==> src/rtl/alu16_pkg.sv <==
package alu16_pkg;

  localparam int unsigned DATA_W = 16;
  localparam int unsigned LANE_W = 8;
  localparam int unsigned SEL_W  = 4;

  typedef enum logic [SEL_W-1:0] {
    OP_OR   = 4'd0,
    OP_AND  = 4'd1,
    OP_ADD  = 4'd2,
    OP_SUB  = 4'd3,
    OP_SHL  = 4'd4,
    OP_SHR  = 4'd5,
    OP_SHRA = 4'd6,
    OP_SLT  = 4'd7,
    OP_LADD = 4'd8,
    OP_LSUB = 4'd9,
    OP_LSLT = 4'd10
  } alu_op_e;

endpackage

==> src/rtl/alu16_bitwise_shift.sv <==
module alu16_bitwise_shift #(
  parameter int unsigned WIDTH = 16,
  localparam int unsigned SHW  = $clog2(WIDTH)
) (
  input  logic [WIDTH-1:0] a_i,
  input  logic [WIDTH-1:0] b_i,
  input  logic [SHW-1:0]   amt_i,
  output logic [WIDTH-1:0] or_o,
  output logic [WIDTH-1:0] and_o,
  output logic [WIDTH-1:0] shl_o,
  output logic [WIDTH-1:0] shr_o,
  output logic [WIDTH-1:0] shra_o
);

  always_comb begin
    or_o   = a_i | b_i;
    and_o  = a_i & b_i;
    shl_o  = a_i << amt_i;
    shr_o  = a_i >> amt_i;
    shra_o = WIDTH'($signed(a_i) >>> amt_i);
  end

  // Vacated bits after a nonzero shift are zero; arithmetic shift keeps the sign.
  always_comb begin
    p_shl_zero_fill_r3: assert ((amt_i == '0) || (shl_o[0] == 1'b0))
      else $error("left shift did not zero-fill bit 0");
    p_shr_zero_fill_r3: assert ((amt_i == '0) || (shr_o[WIDTH-1] == 1'b0))
      else $error("logical right shift did not zero-fill the top bit");
    p_shra_sign_fill_r4: assert (shra_o[WIDTH-1] == a_i[WIDTH-1])
      else $error("arithmetic right shift lost the sign bit");
  end

endmodule

==> src/rtl/alu16_arith.sv <==
module alu16_arith #(
  parameter int unsigned WIDTH = 16
) (
  input  logic [WIDTH-1:0] a_i,
  input  logic [WIDTH-1:0] b_i,
  output logic [WIDTH-1:0] sum_o,
  output logic [WIDTH-1:0] diff_o,
  output logic             lt_o
);

  always_comb begin
    sum_o  = a_i + b_i;
    diff_o = a_i - b_i;
    lt_o   = $signed(a_i) < $signed(b_i);
  end

  logic [WIDTH-1:0] sum_back;
  logic [WIDTH-1:0] diff_back;

  always_comb begin
    sum_back  = sum_o - b_i;
    diff_back = diff_o + b_i;
    p_add_inverse_r2: assert (sum_back == a_i)
      else $error("sum minus B does not recover A");
    p_sub_inverse_r2: assert (diff_back == a_i)
      else $error("difference plus B does not recover A");
    p_slt_irreflexive_r5: assert (!((a_i == b_i) && lt_o))
      else $error("less-than reported for equal operands");
  end

endmodule

==> src/rtl/alu16_lanes.sv <==
module alu16_lanes #(
  parameter int unsigned WIDTH  = 16,
  parameter int unsigned LANE_W = 8,
  localparam int unsigned LANES = WIDTH / LANE_W
) (
  input  logic [WIDTH-1:0] a_i,
  input  logic [WIDTH-1:0] b_i,
  output logic [WIDTH-1:0] lsum_o,
  output logic [WIDTH-1:0] ldiff_o,
  output logic [WIDTH-1:0] llt_o
);

  for (genvar g = 0; g < LANES; g++) begin : g_lane
    logic [LANE_W-1:0] la;
    logic [LANE_W-1:0] lb;
    logic [LANE_W-1:0] sum_back;
    logic [LANE_W-1:0] diff_back;

    assign la = a_i[g*LANE_W +: LANE_W];
    assign lb = b_i[g*LANE_W +: LANE_W];

    always_comb begin
      lsum_o[g*LANE_W +: LANE_W]          = la + lb;
      ldiff_o[g*LANE_W +: LANE_W]         = la - lb;
      llt_o[g*LANE_W]                     = $signed(la) < $signed(lb);
      llt_o[g*LANE_W+1 +: LANE_W-1]       = '0;
    end

    // Each lane must invert on its own: no carry or borrow from a neighbour.
    always_comb begin
      sum_back  = lsum_o[g*LANE_W +: LANE_W] - lb;
      diff_back = ldiff_o[g*LANE_W +: LANE_W] + lb;
      p_lane_add_isolated_r6: assert (sum_back == la)
        else $error("lane %0d sum disturbed by another lane", g);
      p_lane_sub_isolated_r7: assert (diff_back == la)
        else $error("lane %0d difference disturbed by another lane", g);
      p_lane_lt_irreflexive_r8: assert (!((la == lb) && llt_o[g*LANE_W]))
        else $error("lane %0d less-than set for equal bytes", g);
    end
  end

endmodule

==> src/rtl/alu16_core.sv <==
module alu16_core
  import alu16_pkg::*;
#(
  parameter int unsigned WIDTH  = DATA_W,
  parameter int unsigned LANE_W = alu16_pkg::LANE_W,
  localparam int unsigned SHW   = $clog2(WIDTH)
) (
  input  logic [SEL_W-1:0] op_sel,
  input  logic [WIDTH-1:0] opnd_a,
  input  logic [WIDTH-1:0] opnd_b,
  output logic [WIDTH-1:0] result,
  output logic             operands_equal
);

  logic [WIDTH-1:0] or_v, and_v, shl_v, shr_v, shra_v;
  logic [WIDTH-1:0] sum_v, diff_v;
  logic             lt_v;
  logic [WIDTH-1:0] lsum_v, ldiff_v, llt_v;

  alu16_bitwise_shift #(.WIDTH(WIDTH)) u_bitshift (
    .a_i    (opnd_a),
    .b_i    (opnd_b),
    .amt_i  (opnd_b[SHW-1:0]),
    .or_o   (or_v),
    .and_o  (and_v),
    .shl_o  (shl_v),
    .shr_o  (shr_v),
    .shra_o (shra_v)
  );

  alu16_arith #(.WIDTH(WIDTH)) u_arith (
    .a_i    (opnd_a),
    .b_i    (opnd_b),
    .sum_o  (sum_v),
    .diff_o (diff_v),
    .lt_o   (lt_v)
  );

  alu16_lanes #(.WIDTH(WIDTH), .LANE_W(LANE_W)) u_lanes (
    .a_i     (opnd_a),
    .b_i     (opnd_b),
    .lsum_o  (lsum_v),
    .ldiff_o (ldiff_v),
    .llt_o   (llt_v)
  );

  always_comb begin
    unique case (op_sel)
      OP_OR:   result = or_v;
      OP_AND:  result = and_v;
      OP_ADD:  result = sum_v;
      OP_SUB:  result = diff_v;
      OP_SHL:  result = shl_v;
      OP_SHR:  result = shr_v;
      OP_SHRA: result = shra_v;
      OP_SLT:  result = {{(WIDTH-1){1'b0}}, lt_v};
      OP_LADD: result = lsum_v;
      OP_LSUB: result = ldiff_v;
      OP_LSLT: result = llt_v;
      default: result = '0;
    endcase
  end

  assign operands_equal = (opnd_a == opnd_b);

  always_comb begin
    p_eq_vs_diff_r10: assert (operands_equal == (diff_v == '0))
      else $error("equality flag disagrees with the subtractor");
    p_unused_zero_r9: assert ((op_sel <= SEL_W'(OP_LSLT)) || (result == '0))
      else $error("unused select code produced a nonzero result");
    p_slt_boolean_r5: assert ((op_sel != SEL_W'(OP_SLT)) || (result[WIDTH-1:1] == '0))
      else $error("set-less-than produced bits above bit 0");
  end

endmodule

==> config.mk <==
export PLATFORM = sky130hd
export DESIGN_NAME = alu16_core
export DESIGN_NICKNAME = d
export VERILOG_FILES = /design/src/rtl/alu16_pkg.sv /design/src/rtl/alu16_bitwise_shift.sv /design/src/rtl/alu16_arith.sv /design/src/rtl/alu16_lanes.sv /design/src/rtl/alu16_core.sv
export SDC_FILE = /design/constraint.sdc
export NUM_CORES = 1
export LEC_CHECK = 0
export ABC_AREA = 1
export ABC_CLOCK_PERIOD_IN_PS = 1800
export BUFFER_PORTS_ARGS = -buffer_cell sky130_fd_sc_hd__buf_2
export CAP_MARGIN = 20
export CORE_AREA = 2 2 143 145
export DETAILED_ROUTE_END_ITERATION = 8
export DIE_AREA = 0 0 145 147
export PLACE_DENSITY = 0.46
export SYNTH_ARGS = -nofsm -noshare
export SYNTH_HDL_FRONTEND = slang
export SYNTH_SLANG_ARGS = --single-unit
==> constraint.sdc <==
create_clock -name vclk -period 1.8
set_input_delay 0.09 -clock vclk [all_inputs]
set_output_delay 0.09 -clock vclk [all_outputs]
set_load 0.03 [all_outputs]
==> impl_metrics.py, run 1 <==
metrics = {
    "layout": {
        "multiInputGateArea_um2": 4860,
        "n_fill_cell": 2198,
        "clkbuf_count": 0,
        "drive_gt1_frac": 0.450,
        "layout_commonest_cell": "nand2_1",
        "regArea_um2": 0,
        "areaGrowthSynthToFinish_pct": 77.7,
        "insertedDiodeCount": 0,
        "n_sequential_cell": 0,
        "fin_nets": 1243,
        "fin_util": 0.400,
        "final_cell_mix": "261 x nand2_1, 221 x buf_4, 120 x nand3_1",
    },
    "power": {
        "p_comb_frac": 1.000,
        "power_per_cell_area_nw_per_um2": 312,
        "ir_drop_v": 0.000148,
        "p_switching_mw": 1.39,
        "p_int_mw": 1.09,
        "p_leak_nw": 3.96,
        "totalPowerFinal_mw": 2.48,
        "p_sw_frac": 0.559,
        "seq_power_share": 0,
        "p_clk_frac": 0,
    },
    "routing": {
        "wl_per_cell_um": 15.9,
        "ant_nets": 0,
        "dr.pass1.iters": 7,
        "num_vias": 6805,
        "routed_wirelength_mm": 22.6,
        "drc_errors": 0,
        "drtIter0Drc": 448,
        "vias_per_cell": 4.79,
    },
    "sta": {
        "worst_pin_slew_ps": 478,
        "fmax_ghz": 0.532,
        "maxSlewViolCount": 0,
        "timing.final.ws_setup_ps": -79.6,
        "hold_viol_final": 0,
        "relSlewSlack": 0.681,
        "fin_crit_sh": 1.04,
        "fin_crit_ps": 1880,
        "setup_viol": 6,
        "rsz0062_at_grt": "true",
        "tns_ps": -257,
        "hold-worst-slack_ps": 727,
    },
    "critical_path": {
        "crit_path_start_kind": "input pin",
        "crit_arrival_ps": 1790,
        "crit_fanout": 4,
        "crit_type": "in -> out",
        "cp.required_ps": 1710,
        "end_kind": "output port",
    },
    "logic_synthesis": {
        "yosys.area.top_type": "nand2_1",
        "ys_seq_area_frac": 0,
        "syn_area_um2": 4470,
        "synthCells": 895,
        "synth_area_leaders": "nand2_1 25%, nand3_1 17%, ha_1 14%, inv_1 8.8%, nor2_1 6.8%",
        "yosysWarnings": 0,
        "synth_top_area_frac": 0.255,
        "synth_fp_nets": 986,
        "synth_area_per_cell_um2": 4.99,
        "synth_cell_type_count": 36,
    },
    "place": {
        "gp_congestion": 0.937,
        "port_buffers": 53,
        "dp_hpwl_mm": 18.6,
        "post-place-ws_ps": -292,
    },
    "global_route": {
        "grt_pass1_vias": 6452,
        "grt_remaining_overflow": 0,
        "grt_usage": 0.201,
        "grt_pass1_wl_mm": 34.2,
        "busiest_layer": "met2",
        "met1_usage": 0.265,
        "grt_max_degree": 36,
        "met2_usage": 0.357,
        "antenna_found_initial": 0,
        "grt_use_met3": 0.0233,
    },
    "die": {
        "die_h_um": 147,
        "fp-row-count": 52,
        "core_um2": 19800,
        "ios": 53,
        "initial_core_util": 0.225,
        "die_w_um": 145,
        "fp.dieArea_um2": 21300,
    },
    "outcome": {
        "violations": "setup timing",
        "status": "finished with violations",
    },
    "worst_hold_path": {
        "min_path_type": "in -> out",
    },
    "job": {
        "drv_cap": 0,
    },
}
-- per-stage QoR --
step	instances	area (um^2)
2_1_floorplan	895	4550
3_3_place_gp	1396	6550
4_1_cts	1403	7120
5_1_grt	1420	7940
6_report	1420	7940
3_5_place_dp	1396	6550
-- power groups by stage --
stage	combinational, mW	sequential, mW	clock, mW
floorplan	1.05	0	0
global placement	1.94	0	0
detailed placement	1.94	0	0
CTS	2.17	0	0
global route	2.67	0	0
finish	2.48	0	0
-- cell families after synthesis --
family | count (synthesis) | share of synthesized area
AO/OA/AOI/OAI | 115 | 0.145
buffers and inverters | 138 | 0.124
XOR/XNOR | 5 | 0.00980
adder cells (fa/ha/maj) | 55 | 0.161
AND/OR/NAND/NOR | 582 | 0.561
-- cells in the mapped netlist --
master / instances
a21boi_0: 3
a21oi_1: 38
a22o_1: 1
a22oi_1: 1
a31oi_1: 2
and2_1: 4
buf_1: 1
buf_2: 19
buf_4: 1
buf_6: 1
clkbuf_1: 6
clkinv_1: 1
fa_1: 4
ha_1: 51
inv_1: 105
inv_2: 4
nand2_1: 303
nand2_2: 1
nand3_1: 154
nand3b_1: 3
nand4_1: 16
nor2_1: 81
nor2_2: 4
nor2_4: 4
nor3_1: 7
nor3_2: 1
nor4_1: 2
o2111ai_1: 1
o211ai_1: 11
o21a_1: 1
o21ai_0: 45
o21bai_1: 4
o22ai_1: 8
or2_2: 2
xnor2_1: 1
xor2_1: 4
-- what timing repair did --
| action | 4_1_cts | 5_1_grt |
|---|---|---|
| resized for setup | 150 | 208 |
| gates cloned | 0 | 1 |
| setup endpoints to repair | 17 | 16 |
| buffers inserted | 7 | 16 |
| hold buffers | 0 | 0 |
| pin swaps | 35 | 70 |
-- metal layers --
layer | vias to the layer above | share of wire
met5 | - | 0
met4 | 0 | 0.028
met3 | 34 | 0.052
met2 | 209 | 0.47
met1 | 3116 | 0.45
li1 | 3446 | -
-- worst paths after layout --
path                  start        end  slack, ps  depth (start not counted)
setup / recovery  opnd_a[0]  result[8]        -80                         13
hold / removal    op_sel[1]  result[0]        730                          6
-- critical path: stages --
cell,delay [ps]
buf_12,90
inv_6,30
ha_4,150
fa_2,350
inv_2,90
nand2_1,60
o211ai_1,160
nand2_1,140
buf_4,160
nand3_2,70
nand3_2,70
nand4_1,150
buf_6,160
-- cell type report --
cell class         instances  area share
multi-input cells        757       0.612
repair buffers           283       0.288
inverters                110      0.0571
well taps                270      0.0426
Note: power is estimated with default switching activity, not from simulation.
==> run 2: changes to the inputs <==
- CELL_PAD_IN_SITES_DETAIL_PLACEMENT: not set -> 1
- CELL_PAD_IN_SITES_GLOBAL_PLACEMENT: not set -> 2
- PLACE_DENSITY: 0.46 -> 0.76
==> run 2 against run 1 <==
Compared with the run above:
- the flow still finishes with violations (setup timing)
- sequential cell count stayed put
- final area is 0.50% higher
- setup slack worse by 94 ps
- final cell count is 0.49% higher
- global-route usage is 2.8 points higher
- worst hold slack worse by 31 ps
- combinational power is 4% higher
- utilization is 0.20 points higher
- die area stayed put
- critical path depth stayed put
==> impl_metrics.py, run 2 (synthesis results as in run 1) <==
metrics = {
    "layout": {
        "n_fill_cell": 2624,
        "regArea_um2": 0,
        "clkbuf_count": 0,
        "drive_gt1_frac": 0.448,
        "fin_nets": 1250,
        "n_sequential_cell": 0,
        "areaGrowthSynthToFinish_pct": 78.6,
        "layout_commonest_cell": "nand2_1",
        "insertedDiodeCount": 0,
        "multiInputGateArea_um2": 4840,
        "final_cell_mix": "270 x nand2_1, 225 x buf_4, 120 x nand3_1",
    },
    "power": {
        "p_clk_frac": 0,
        "seq_power_share": 0,
        "power_per_cell_area_nw_per_um2": 325,
        "p_switching_mw": 1.46,
        "ir_drop_v": 0.0000985,
        "p_comb_frac": 1.000,
        "p_sw_frac": 0.565,
        "totalPowerFinal_mw": 2.59,
        "p_int_mw": 1.13,
        "p_leak_nw": 3.98,
    },
    "sta": {
        "worst_pin_slew_ps": 396,
        "setup_viol": 11,
        "fmax_ghz": 0.507,
        "fin_crit_ps": 1970,
        "timing.final.ws_setup_ps": -174,
        "maxSlewViolCount": 0,
        "fin_crit_sh": 1.10,
        "hold_viol_final": 0,
        "relSlewSlack": 0.735,
        "rsz0062_at_grt": "true",
        "hold-worst-slack_ps": 696,
    },
    "routing": {
        "num_vias": 7115,
        "vias_per_cell": 4.99,
        "drc_errors": 0,
        "drtIter0Drc": 299,
        "ant_nets": 0,
        "routed_wirelength_mm": 26.0,
        "dr.pass1.iters": 5,
        "wl_per_cell_um": 18.2,
    },
    "place": {
        "port_buffers": 53,
        "gp_congestion": 0.879,
        "dp_hpwl_mm": 21.0,
    },
    "critical_path": {
        "crit_path_start_kind": "input pin",
        "path_cells": "buf_8, inv_4, ha_4, fa_2, inv_2, nand2_2, o211ai_1, nand2_1, nand3_2, o211ai_1, nor2_1, nand2_1, buf_6",
        "end_kind": "output port",
        "critPathBufInv": 4,
        "crit_fanout": 4,
        "crit_type": "in -> out",
        "crit_arrival_ps": 1880,
        "cp.required_ps": 1710,
        "path_delay_family": "simple AND/OR/NAND/NOR gates",
        "cpMaxStageDelayCell": "fa_2",
        "max_stage_delay_ps": 370,
    },
    "die": {
        "fp-row-count": 52,
        "ios": 53,
        "core_um2": 19800,
        "die_h_um": 147,
        "fp.dieArea_um2": 21300,
        "die_w_um": 145,
        "initial_core_util": 0.225,
    },
    "clock_network": {
        "hold_buffers": 0,
    },
    "global_route": {
        "antenna_found_initial": 0,
        "grt_usage": 0.228,
        "grt_pass1_vias": 7367,
        "grt_max_degree": 31,
        "grt_remaining_overflow": 0,
        "grt_pass1_wl_mm": 39.0,
    },
    "outcome": {
        "status": "finished with violations",
        "violations": "setup timing",
    },
    "worst_hold_path": {
        "min_path_type": "in -> out",
    },
    "job": {
        "drv_cap": 0,
    },
}
-- run 2: worst paths after layout --
kind	start	endpoint	slack [ps]	cells after the start
max	opnd_a[0]	result[4]	-170	13
min	opnd_b[3]	result[6]	700	5
-- run 2: metrics by stage --
| stage | utilization | setup TNS [ps] | worst slack (ps) | cell area (um^2) | cells |
|---|---|---|---|---|---|
| finish | 0.402 | -719 | -174 | 7980 | 1427 |
| global route | 0.402 | -1760 | -248 | 7980 | 1427 |
| CTS | 0.372 | -345 | -88.6 | 7380 | 1414 |
| detailed placement | 0.334 | -4180 | -378 | 6640 | 1404 |
| global placement | 0.334 | -3630 | -374 | 6640 | 1404 |
| floorplan | - | -3.12 | -2.47 | 4550 | 895 |
-- run 2: final cells by class --
cell class | instances | share of cell area
Inverter | 110 | 0.0580
Tap cell | 270 | 0.0424
Multi-Input combinational cell | 757 | 0.607
Timing Repair Buffer | 290 | 0.293
-- run 2: per-layer routing --
metal | up-vias | GRT usage | part of all wire
met2 | 162 | 0.408 | 0.48
met1 | 3445 | 0.295 | 0.44
met5 | - | 0 | 0
met4 | 0 | 0.0535 | 0.034
li1 | 3458 | - | -
met3 | 50 | 0.0252 | 0.045
-- run 2: power by group through the flow --
stage	Sequential [mW]	Clock (mW)	Combinational, mW
finish	0	0	2.59
detailed placement	0	0	2.03
global route	0	0	2.78
global placement	0	0	1.99
floorplan	0	0	1.05
CTS	0	0	2.32
-- run 2: what timing repair did --
action                     CTS  global route
setup endpoints to repair   17            17
pin swaps                   47            63
buffers inserted            10            14
resized for setup          199           156
